### config.mk
export PLATFORM = sky130hd
export DESIGN_NAME = hostbr_top
export DESIGN_NICKNAME = d
export VERILOG_FILES = /design/src/rtl/hostbr_pkg.sv /design/src/rtl/hostbr_decode.sv /design/src/rtl/hostbr_timer.sv /design/src/rtl/hostbr_irq.sv /design/src/rtl/hostbr_top.sv
export SDC_FILE = /design/constraint.sdc
export NUM_CORES = 1
export LEC_CHECK = 0
export ABC_AREA = 1
export BUFFER_PORTS_ARGS = -buffer_cell sky130_fd_sc_hd__buf_2
export CAP_MARGIN = 20
export CORE_MARGIN = 3
export CORE_UTILIZATION = 48
export CTS_BUF_LIST = sky130_fd_sc_hd__clkbuf_16
export DETAILED_ROUTE_END_ITERATION = 6
export GPL_ROUTABILITY_DRIVEN = 0
export GPL_TIMING_DRIVEN = 0
export PLACE_DENSITY_LB_ADDON = 0.15
export SLEW_MARGIN = 40
export SYNTH_ARGS = -nofsm -noshare
export SYNTH_HDL_FRONTEND = slang
export SYNTH_SLANG_ARGS = --single-unit
### constraint.sdc
create_clock -name clk -period 1.69 [get_ports clk]
set_clock_uncertainty 0.15 [all_clocks]
set_input_delay 0.169 -clock clk [delete_from_list [all_inputs] [get_ports clk]]
set_output_delay 0.169 -clock clk [all_outputs]
set_load 0.02 [all_outputs]
### src/rtl/hostbr_pkg.sv
package hostbr_pkg;
  localparam int ADDR_W = 8;
  localparam int OFF_W  = ADDR_W - 2;
  localparam int PORT_W = 3;

  localparam logic [PORT_W-1:0] P_LATCH = 3'd2;
  localparam logic [PORT_W-1:0] P_DATA  = 3'd3;
  localparam logic [PORT_W-1:0] P_CS0   = 3'd4;
  localparam logic [PORT_W-1:0] P_CTL1  = 3'd5;
  localparam logic [PORT_W-1:0] P_MODEL = 3'd6;
  localparam logic [PORT_W-1:0] P_VER   = 3'd7;

  // control byte 0 bit positions
  localparam int C0_PRST = 0;
  localparam int C0_TDIS = 1;
  localparam int C0_TCLR = 2;
  localparam int C0_IEN  = 3;
  localparam int C0_TEST = 7;
  // control byte 1 bit positions
  localparam int C1_LED0 = 4;
  localparam int C1_LED1 = 5;
  localparam int C1_LN0  = 6;
  localparam int C1_LN1  = 7;

  typedef enum logic [1:0] {TGT_NONE = 2'd0, TGT_D = 2'd1, TGT_B = 2'd2} tgt_e;

  typedef struct packed {
    tgt_e             tgt;
    logic             chan;
    logic [OFF_W-1:0] off;
  } sel_t;
endpackage

### src/rtl/hostbr_decode.sv
module hostbr_decode
  import hostbr_pkg::*;
(
  input  logic [ADDR_W-1:0] addr,
  output sel_t              sel
);
  always_comb begin
    sel.off  = addr[OFF_W-1:0];
    sel.chan = 1'b0;
    if (addr[ADDR_W-1]) begin
      sel.tgt  = TGT_B;
      sel.chan = addr[ADDR_W-2];
    end else if (!addr[ADDR_W-2]) begin
      sel.tgt = TGT_D;
    end else begin
      sel.tgt = TGT_NONE;
    end
  end
endmodule

### src/rtl/hostbr_timer.sv
module hostbr_timer #(
  parameter int CNT_W  = 16,
  parameter int RELOAD = 99
) (
  input  logic clk,
  input  logic rst,
  input  logic hold,
  input  logic clear,
  output logic flag
);
  localparam logic [CNT_W-1:0] RLD = CNT_W'(RELOAD);

  logic [CNT_W-1:0] cnt_q;

  always_ff @(posedge clk) begin
    if (rst) begin
      cnt_q <= RLD;
      flag  <= 1'b0;
    end else if (clear) begin
      cnt_q <= RLD;
      flag  <= 1'b0;
    end else if (!hold) begin
      if (cnt_q == '0) begin
        cnt_q <= RLD;
        flag  <= 1'b1;
      end else begin
        cnt_q <= cnt_q - 1'b1;
      end
    end
  end
endmodule

### src/rtl/hostbr_irq.sv
module hostbr_irq #(
  parameter int NSRC = 3
) (
  input  logic            clk,
  input  logic            rst,
  input  logic            en,
  input  logic [NSRC-1:0] src,
  output logic            irq
);
  always_ff @(posedge clk) begin
    if (rst) irq <= 1'b0;
    else     irq <= en & (|src);
  end
endmodule

### src/rtl/hostbr_top.sv
module hostbr_top
  import hostbr_pkg::*;
#(
  parameter int          DATA_W     = 8,
  parameter logic [7:0]  MODEL_ID   = 8'h05,
  parameter logic [7:0]  VERSION_ID = 8'h02,
  parameter int          TMR_W      = 16,
  parameter int          TMR_RELOAD = 99
) (
  input  logic              clk,
  input  logic              rst,
  input  logic [PORT_W-1:0] host_addr,
  input  logic              host_rd,
  input  logic              host_wr,
  input  logic [DATA_W-1:0] host_wdata,
  output logic [DATA_W-1:0] host_rdata,
  output logic              host_rvalid,
  output logic              host_irq,
  input  logic              dch_irq,
  input  logic              bch_irq,
  output logic              per_rst,
  output logic [OFF_W-1:0]  per_addr,
  output logic              bch_chan,
  output logic [DATA_W-1:0] per_wdata,
  output logic              dch_rd,
  output logic              dch_wr,
  input  logic [DATA_W-1:0] dch_rdata,
  output logic              bch_rd,
  output logic              bch_wr,
  input  logic [DATA_W-1:0] bch_rdata,
  output logic [1:0]        led,
  output logic              line_en
);
  localparam int NSRC = 3;

  logic [ADDR_W-1:0] latch_q;
  logic [DATA_W-1:0] c0_q, c1_q;
  sel_t              sel;

  // read pipeline stage 1
  logic              rv1_q;
  logic [PORT_W-1:0] rport1_q;
  tgt_e              rtgt1_q;
  logic [DATA_W-1:0] rd_mux;

  logic tmr_pend, tmr_clr, tmr_hold, irq_en;

  assign tmr_clr  = c0_q[C0_TCLR];
  assign tmr_hold = c0_q[C0_TDIS];
  assign irq_en   = c0_q[C0_IEN];
  assign per_rst  = c0_q[C0_PRST];
  assign led      = {c1_q[C1_LED1], c1_q[C1_LED0]};
  assign line_en  = c1_q[C1_LN1] & c1_q[C1_LN0];

  hostbr_decode u_dec (.addr(latch_q), .sel(sel));

  hostbr_timer #(.CNT_W(TMR_W), .RELOAD(TMR_RELOAD)) u_tmr (
    .clk(clk), .rst(rst), .hold(tmr_hold), .clear(tmr_clr), .flag(tmr_pend)
  );

  hostbr_irq #(.NSRC(NSRC)) u_irq (
    .clk(clk), .rst(rst), .en(irq_en),
    .src({bch_irq, dch_irq, tmr_pend}), .irq(host_irq)
  );

  // host writes, strobe generation, read stage 1
  always_ff @(posedge clk) begin
    if (rst) begin
      latch_q   <= '0;
      c0_q      <= '0;
      c1_q      <= '0;
      per_addr  <= '0;
      bch_chan  <= 1'b0;
      per_wdata <= '0;
      dch_rd    <= 1'b0;
      dch_wr    <= 1'b0;
      bch_rd    <= 1'b0;
      bch_wr    <= 1'b0;
      rv1_q     <= 1'b0;
      rport1_q  <= '0;
      rtgt1_q   <= TGT_NONE;
    end else begin
      dch_rd <= 1'b0;
      dch_wr <= 1'b0;
      bch_rd <= 1'b0;
      bch_wr <= 1'b0;
      rv1_q  <= host_rd;
      if (host_wr) begin
        unique case (host_addr)
          P_LATCH: latch_q <= host_wdata;
          P_CS0:   c0_q    <= host_wdata;
          P_CTL1:  c1_q    <= host_wdata;
          P_DATA: begin
            per_addr  <= sel.off;
            bch_chan  <= sel.chan;
            per_wdata <= host_wdata;
            dch_wr    <= (sel.tgt == TGT_D);
            bch_wr    <= (sel.tgt == TGT_B);
          end
          default: ;
        endcase
      end
      if (host_rd) begin
        rport1_q <= host_addr;
        rtgt1_q  <= sel.tgt;
        if (host_addr == P_DATA) begin
          per_addr <= sel.off;
          bch_chan <= sel.chan;
          dch_rd   <= (sel.tgt == TGT_D);
          bch_rd   <= (sel.tgt == TGT_B);
        end
      end
    end
  end

  // read stage 2 select
  always_comb begin
    rd_mux = '0;
    unique case (rport1_q)
      P_LATCH: rd_mux = latch_q;
      P_DATA: begin
        if (rtgt1_q == TGT_D)      rd_mux = dch_rdata;
        else if (rtgt1_q == TGT_B) rd_mux = bch_rdata;
      end
      P_CS0:   rd_mux = {c0_q[C0_TEST], ~bch_irq, ~dch_irq, ~tmr_pend, 4'b0000};
      P_CTL1:  rd_mux = c1_q;
      P_MODEL: rd_mux = MODEL_ID;
      P_VER:   rd_mux = VERSION_ID;
      default: rd_mux = '0;
    endcase
  end

  always_ff @(posedge clk) begin
    if (rst) begin
      host_rvalid <= 1'b0;
      host_rdata  <= '0;
    end else begin
      host_rvalid <= rv1_q;
      if (rv1_q) host_rdata <= rd_mux;
    end
  end
endmodule

==> results of run 1 <==
cell usage after synthesis (2+ instances only):
cell type	number
a211oi_1	2
a21oi_1	22
a21oi_2	6
buf_2	4
buf_4	5
clkbuf_1	4
clkinv_1	2
dfxtp_1	73
inv_1	32
inv_2	9
nand2_1	85
nand2_2	3
nand2_4	2
nand3_1	39
nand3_2	3
nand3b_1	2
nand4_1	6
nor2_1	82
nor2_2	7
nor2_4	6
nor3_1	3
o21ai_0	31
o21ai_1	3
xnor2_1	2
xor2_1	4
layout make-up:
cell class                 count  area [µm²]
timing repair buffer          70         380
multi-input combinational    321        1620
clock inverter                 6        83.8
inverter                      44         168
buffer                        14        83.8
tap                           77        96.3
clock buffer                   9         225
fill                         599        2410
sequential                    73        1460
path summary, 6_finish.rpt:
check | slack, ns | start | end | cells past startpoint
hold reg to reg | 0.31 | per_wdata[2] | per_wdata[2] | 2
hold / removal | 0.00004 | host_wdata[7] | per_wdata[7] | 3
setup / recovery | 0.13 | u_tmr.cnt_q[0] | u_tmr.cnt_q[2] | 7
setup reg to reg | 0.13 | u_tmr.cnt_q[0] | u_tmr.cnt_q[2] | 7
critical path, cell delays in order, from the launching register on:
cell	delay, ns
dfxtp_1	0.31
inv_1	0.12
ha_1	0.24
nand3b_4	0.13
nor2_8	0.16
nand3_4	0.15
nand2_8	0.13
a21oi_1	0.05
power groups by stage:
stage | sequential (mW) | combinational (mW) | clock, mW
floorplan | 1.88 | 0.250 | 0
global placement | 1.86 | 0.393 | 0
detailed placement | 1.86 | 0.400 | 0
CTS | 1.83 | 0.411 | 2.01
global route | 1.83 | 0.461 | 2.10
finish | 1.83 | 0.413 | 1.99
kinds of logic after synthesis:
logic type,share of synthesized area
simple gates,0.353
flops,0.438
compound gates,0.113
buf+inv,0.0754
xor+xnor,0.0158
fa+ha+maj,0.00375
routing by layer:
metal / part of all wire / global-route usage
met1: 0.50 / 0.294
met3: 0.055 / 0.0433
met4: 0.021 / 0.0947
met5: 0 / 0
met2: 0.43 / 0.305
flip-flops by register name, indices dropped and copies added, names as in the netlist, 3 cells and up:
name,flops
per_addr,6
c0_q,5
per_wdata,8
rport1_q,3
host_rdata,8
u_tmr.cnt_q,16
latch_q,8
c1_q,8
metrics by stage:
stage                     area (µm²)  power (mW)  worst slack (ns)  utilization
after floorplan                 3330        2.13             0.278            -
after global placement          3750        2.25             0.151        0.574
after detailed placement        3750        2.26             0.146        0.574
after CTS                       4110        4.25             0.123        0.629
after global routing            4120        4.39            0.0190        0.631
final                           4120        4.23             0.130        0.631
placed cells by master (no fill, tap or decap), types with 2 or more instances in the layout:
cell type	netlist	routed
nor2_4	6	6
a21oi_1	22	22
nand3b_1	2	2
nand4_1	6	6
nor3_1	3	3
a211oi_1	2	2
nand2_1	85	85
xor2_1	4	4
clkbuf_16	0	9
nand3_1	39	39
buf_4	5	5
clkbuf_1	4	4
dfxtp_1	73	73
nor2_2	7	7
inv_2	9	9
nand3_2	3	3
buf_2	4	68
bufinv_16	0	2
clkinv_2	0	3
xnor2_1	2	2
clkinv_1	2	2
dlygate4sd3_1	0	6
o21ai_1	3	3
nand2_2	3	3
nor2_1	82	82
inv_1	32	32
nand2_4	2	2
o21ai_0	31	31
a21oi_2	6	6
==> flow_metrics.tcl, run 1 <==
set metrics [dict create \
    power_frac_seq 0.431 \
    wire_per_inst_um 12.8 \
    cts_hold_buffers 5 \
    worstPathMaxFanout 9 \
    drive_gt1_frac 0.248 \
    hold_path_class "in -> reg" \
    nets 567 \
    hold_viol 0 \
    drc_errors 0 \
    placedCellCount 593 \
    clk_pin_slew_ns 0.06 \
    post_cts_buffers 0 \
    tightest_slew_ns 0.459 \
    io_pins 66 \
    die_y_um 89.3 \
    switching_power_mw 1.02 \
    clkPwrFrac 0.471 \
    syn_area_per_cell_um2 7.38 \
    cts-buffers-inserted 9 \
    cts_tree "yes" \
    final_cells 614 \
    antenna_cells 0 \
    post_cts_resized 0 \
    synthCells 452 \
    rows 29 \
    cap_violations 0 \
    synth_largest_area_cell "dfxtp_1" \
    arrival_ns 1.63 \
    synth-edff-count 0 \
    routed_via_density 5.06 \
    initial_core_util 0.511 \
    grt_pass1_vias 2878 \
    groute.usage.overall 0.209 \
    max-vdd-ir-drop_v 0.000593 \
    dr.pass1.iters 4 \
    internal_power_mw 3.21 \
    grt_pass1_wl_mm 13.1 \
    start_kind "flip-flop" \
    grt_start_max_net_pins 13 \
    status "complete, no violations" \
    drtIter0Drc 147 \
    postSynth.asyncResetShare 0 \
    core_area_um2 6530 \
    die_w_um 89.3 \
    synth_fp_nets 486 \
    cts.path.max_buffers 2 \
    synthTopCellsByArea "dfxtp_1 44%, nand2_1 9.6%, nor2_1 9.2%, nand3_1 5.9%, o21ai_0 4.7%" \
    ant_nets 0 \
    setup_violations 0 \
    slew_headroom 0.694 \
    cts_htree_levels 3 \
    synth.distinct_cells 40 \
    rsz0062_at_grt "no" \
    grt_antenna_before_repair 0 \
    netlist.area_leader.share 0.438 \
    fin_crit_sh 0.923 \
    clockRootBuffer "clkbuf_16" \
    port_buffers 64 \
    synth-seq-cells 73 \
    synthFlopType "dfxtp_1" \
    tns_ns 0 \
    cp_data_required_time_ns 1.76 \
    wl_mm 7.89 \
    clk_latency_ns 0.33 \
    fmax_ghz 0.641 \
    sw_frac_of_total 0.242 \
    grt-ovfl-total 0 \
    drv_slew 0 \
    whs_ns 0.0000382 \
    areaGrowthSynthToFinish_pct 23.6 \
    path_class "reg -> reg" \
    seq_area_frac_synth 0.438 \
    power_frac_comb 0.097 \
    fin_crit_ns 1.56 \
    clock_sinks 73 \
    vias 3106 \
    hpwl_mm 5.89 \
    power_leakage_nw 1.92 \
    syn-cell-area_um2 3330 \
    dieArea_um2 7980 \
    power_density_nw_per_um2 1030 \
    yosys_warnings 0 \
    endpoint_kind "flip-flop" \
]
(Power assumes the default switching activity.)
==> run 2: changes to the inputs <==
--- a/config.mk
+++ b/config.mk
@@ -15,5 +15,5 @@
 export GPL_ROUTABILITY_DRIVEN = 0
 export GPL_TIMING_DRIVEN = 0
-export PLACE_DENSITY_LB_ADDON = 0.15
+export PLACE_DENSITY = 0.75
 export SLEW_MARGIN = 40
 export SYNTH_ARGS = -nofsm -noshare
--- a/constraint.sdc
+++ b/constraint.sdc
@@ -3,3 +3,3 @@
 set_input_delay 0.169 -clock clk [delete_from_list [all_inputs] [get_ports clk]]
 set_output_delay 0.169 -clock clk [all_outputs]
-set_load 0.02 [all_outputs]
+set_load 0.005 [all_outputs]
==> run 2 against run 1 <==
  * Critical path depth stayed put
  * Utilization down 0.94 points
  * Global-route usage shrank 0.67 points
  * Highest routed layer unchanged
  * Fmax is 0.28% lower
  * Critical endpoint is now u_tmr.cnt_q[10]
  * Die area is the same
  * Clock power decreased by 15%
  * Cell area fell by 1.5%
  * Sequential power about the same
  * Clock-buffer cell count stayed put
==> flow_metrics.tcl, run 2 (same netlist as run 1, synthesis figures left out) <==
set metrics [dict create \
    status "complete, no violations" \
    whs_ns 0.00120 \
    cts.path.max_buffers 2 \
    tightest_slew_ns 0.522 \
    grt_start_max_net_pins 14 \
    max-vdd-ir-drop_v 0.000816 \
    cp_data_required_time_ns 1.75 \
    fin_crit_ns 1.56 \
    grt_antenna_before_repair 0 \
    cts-buffers-inserted 9 \
    drv_slew 0 \
    endpoint_kind "flip-flop" \
    grt-ovfl-total 0 \
    clock_sinks 73 \
    layout_commonest_cell "nand2_1" \
    dieArea_um2 7980 \
    placed_area_um2 3750 \
    groute.usage.overall 0.202 \
    design_area_um2 4060 \
    drtIter0Drc 180 \
    arrival_ns 1.63 \
    rows 29 \
    largest_reg_flops 16 \
    nets 564 \
    slowest_stage "dfxtp_1" \
    die_w_um 89.3 \
    post_cts_buffers 0 \
    fmax_ghz 0.639 \
    tns_ns 0 \
    antenna_cells 0 \
    clk_latency_ns 0.32 \
    crit_start "u_tmr.cnt_q[0]" \
    crit_end "u_tmr.cnt_q[10]" \
    wl_mm 7.60 \
    nFillCells 600 \
    worstPathMaxFanout 9 \
    hold_path_class "in -> reg" \
    io_pins 66 \
    core_area_um2 6530 \
    wire_per_inst_um 12.4 \
    placedCellCount 593 \
    grt_pass1_vias 2892 \
    power_density_nw_per_um2 963 \
    regMostFlops "u_tmr.cnt_q" \
    drc_errors 0 \
    clk_pin_slew_ns 0.06 \
    start_kind "flip-flop" \
    vias 3117 \
    grt_pass1_wl_mm 12.9 \
    slew_headroom 0.652 \
    areaGrowthSynthToFinish_pct 21.7 \
    rsz0062_at_grt "no" \
    min_from "host_wdata[7]" \
    path_class "reg -> reg" \
    r2r-end "u_tmr.cnt_q[10]" \
    cts_tree "yes" \
    final_cell_mix "85 x nand2_1, 82 x nor2_1, 73 x dfxtp_1, 68 x buf_2, 38 x nand3_1" \
    fin_crit_sh 0.926 \
    reg2reg_depth 7 \
    cts_htree_levels 3 \
    reg2reg_slack_ns 0.13 \
    final_cells 612 \
    routed_via_density 5.09 \
    cap_violations 0 \
    dr.pass1.iters 4 \
    timing.rr.start "u_tmr.cnt_q[0]" \
    drive_gt1_frac 0.250 \
    initial_core_util 0.511 \
    hold_viol 0 \
    die_y_um 89.3 \
    power_leakage_nw 1.89 \
    ant_nets 0 \
    setup_violations 0 \
    cp_cell_sequence "inv_1 > ha_1 > nand3b_4 > nor2_8 > nand3_4 > nand2_8 > nor2_1" \
    clockRootBuffer "clkbuf_16" \
    port_buffers 64 \
    max_stage_delay_ns 0.31 \
    hpwl_mm 5.88 \
]
==> run 2: worst min-delay path by stage <==
stage	to	depth (start not counted)	slack [ns]
6_report	per_wdata[7]	3	0.001
5_1_grt	per_wdata[2]	3	0.01
4_1_cts	per_wdata[5]	3	0.0004
3_5_place_dp	rtgt1_q[1]	2	0.29
3_3_place_gp	rtgt1_q[1]	2	0.28
2_1_floorplan	rtgt1_q[1]	1	0.11
==> run 2: power by group <==
group	internal [mW]	switching, mW	total (mW)	leakage (nW)
clock	0.991	0.710	1.70	0.137
sequential	1.78	0.0448	1.83	0.593
combinational	0.148	0.237	0.384	1.16
total	2.92	0.991	3.91	1.89
==> run 2: metal layers <==
| layer | track usage | up-vias | part of all wire |
|---|---|---|---|
| met2 | 0.325 | 90 | 0.43 |
| met1 | 0.283 | 1401 | 0.51 |
| met5 | 0 | - | 0 |
| met4 | 0.0406 | 0 | 0.0075 |
| met3 | 0.0406 | 7 | 0.051 |
| li1 | - | 1619 | - |
==> run 2: metrics by stage <==
| step | utilization | total power [mW] | worst slack, ns |
|---|---|---|---|
| 2_1_floorplan | - | 2.10 | 0.278 |
| 3_3_place_gp | 0.574 | 2.23 | 0.163 |
| 3_5_place_dp | 0.574 | 2.24 | 0.128 |
| 4_1_cts | 0.621 | 3.94 | 0.118 |
| 5_1_grt | 0.621 | 4.08 | 0.00337 |
| 6_report | 0.621 | 3.91 | 0.126 |
==> run 2: critical path: cells and delay by family (launching register included) <==
kind          cells  cell delay (ns)
fa+ha+maj         1             0.24
buf+inv           1             0.13
flops             1             0.31
simple gates      5             0.64
==> run 2: cell type report <==
cell class | count | area [µm²] | share of cell area
Buffer | 14 | 83.8 | 0.0207
Clock buffer | 9 | 225 | 0.0555
Clock inverter | 7 | 47.5 | 0.0117
Inverter | 44 | 168 | 0.0413
Multi-Input combinational cell | 321 | 1630 | 0.401
Sequential cell | 73 | 1460 | 0.360
Tap cell | 77 | 96.3 | 0.0237
Timing Repair Buffer | 67 | 350 | 0.0863
==> run 2: timing repair <==
item / 4_1_cts / 5_1_grt
endpoints found under the setup margin: 0 / 4
gates resized for setup: 0 / 1
hold buffers: 3 / 0
hold endpoints to repair: 5 / 0
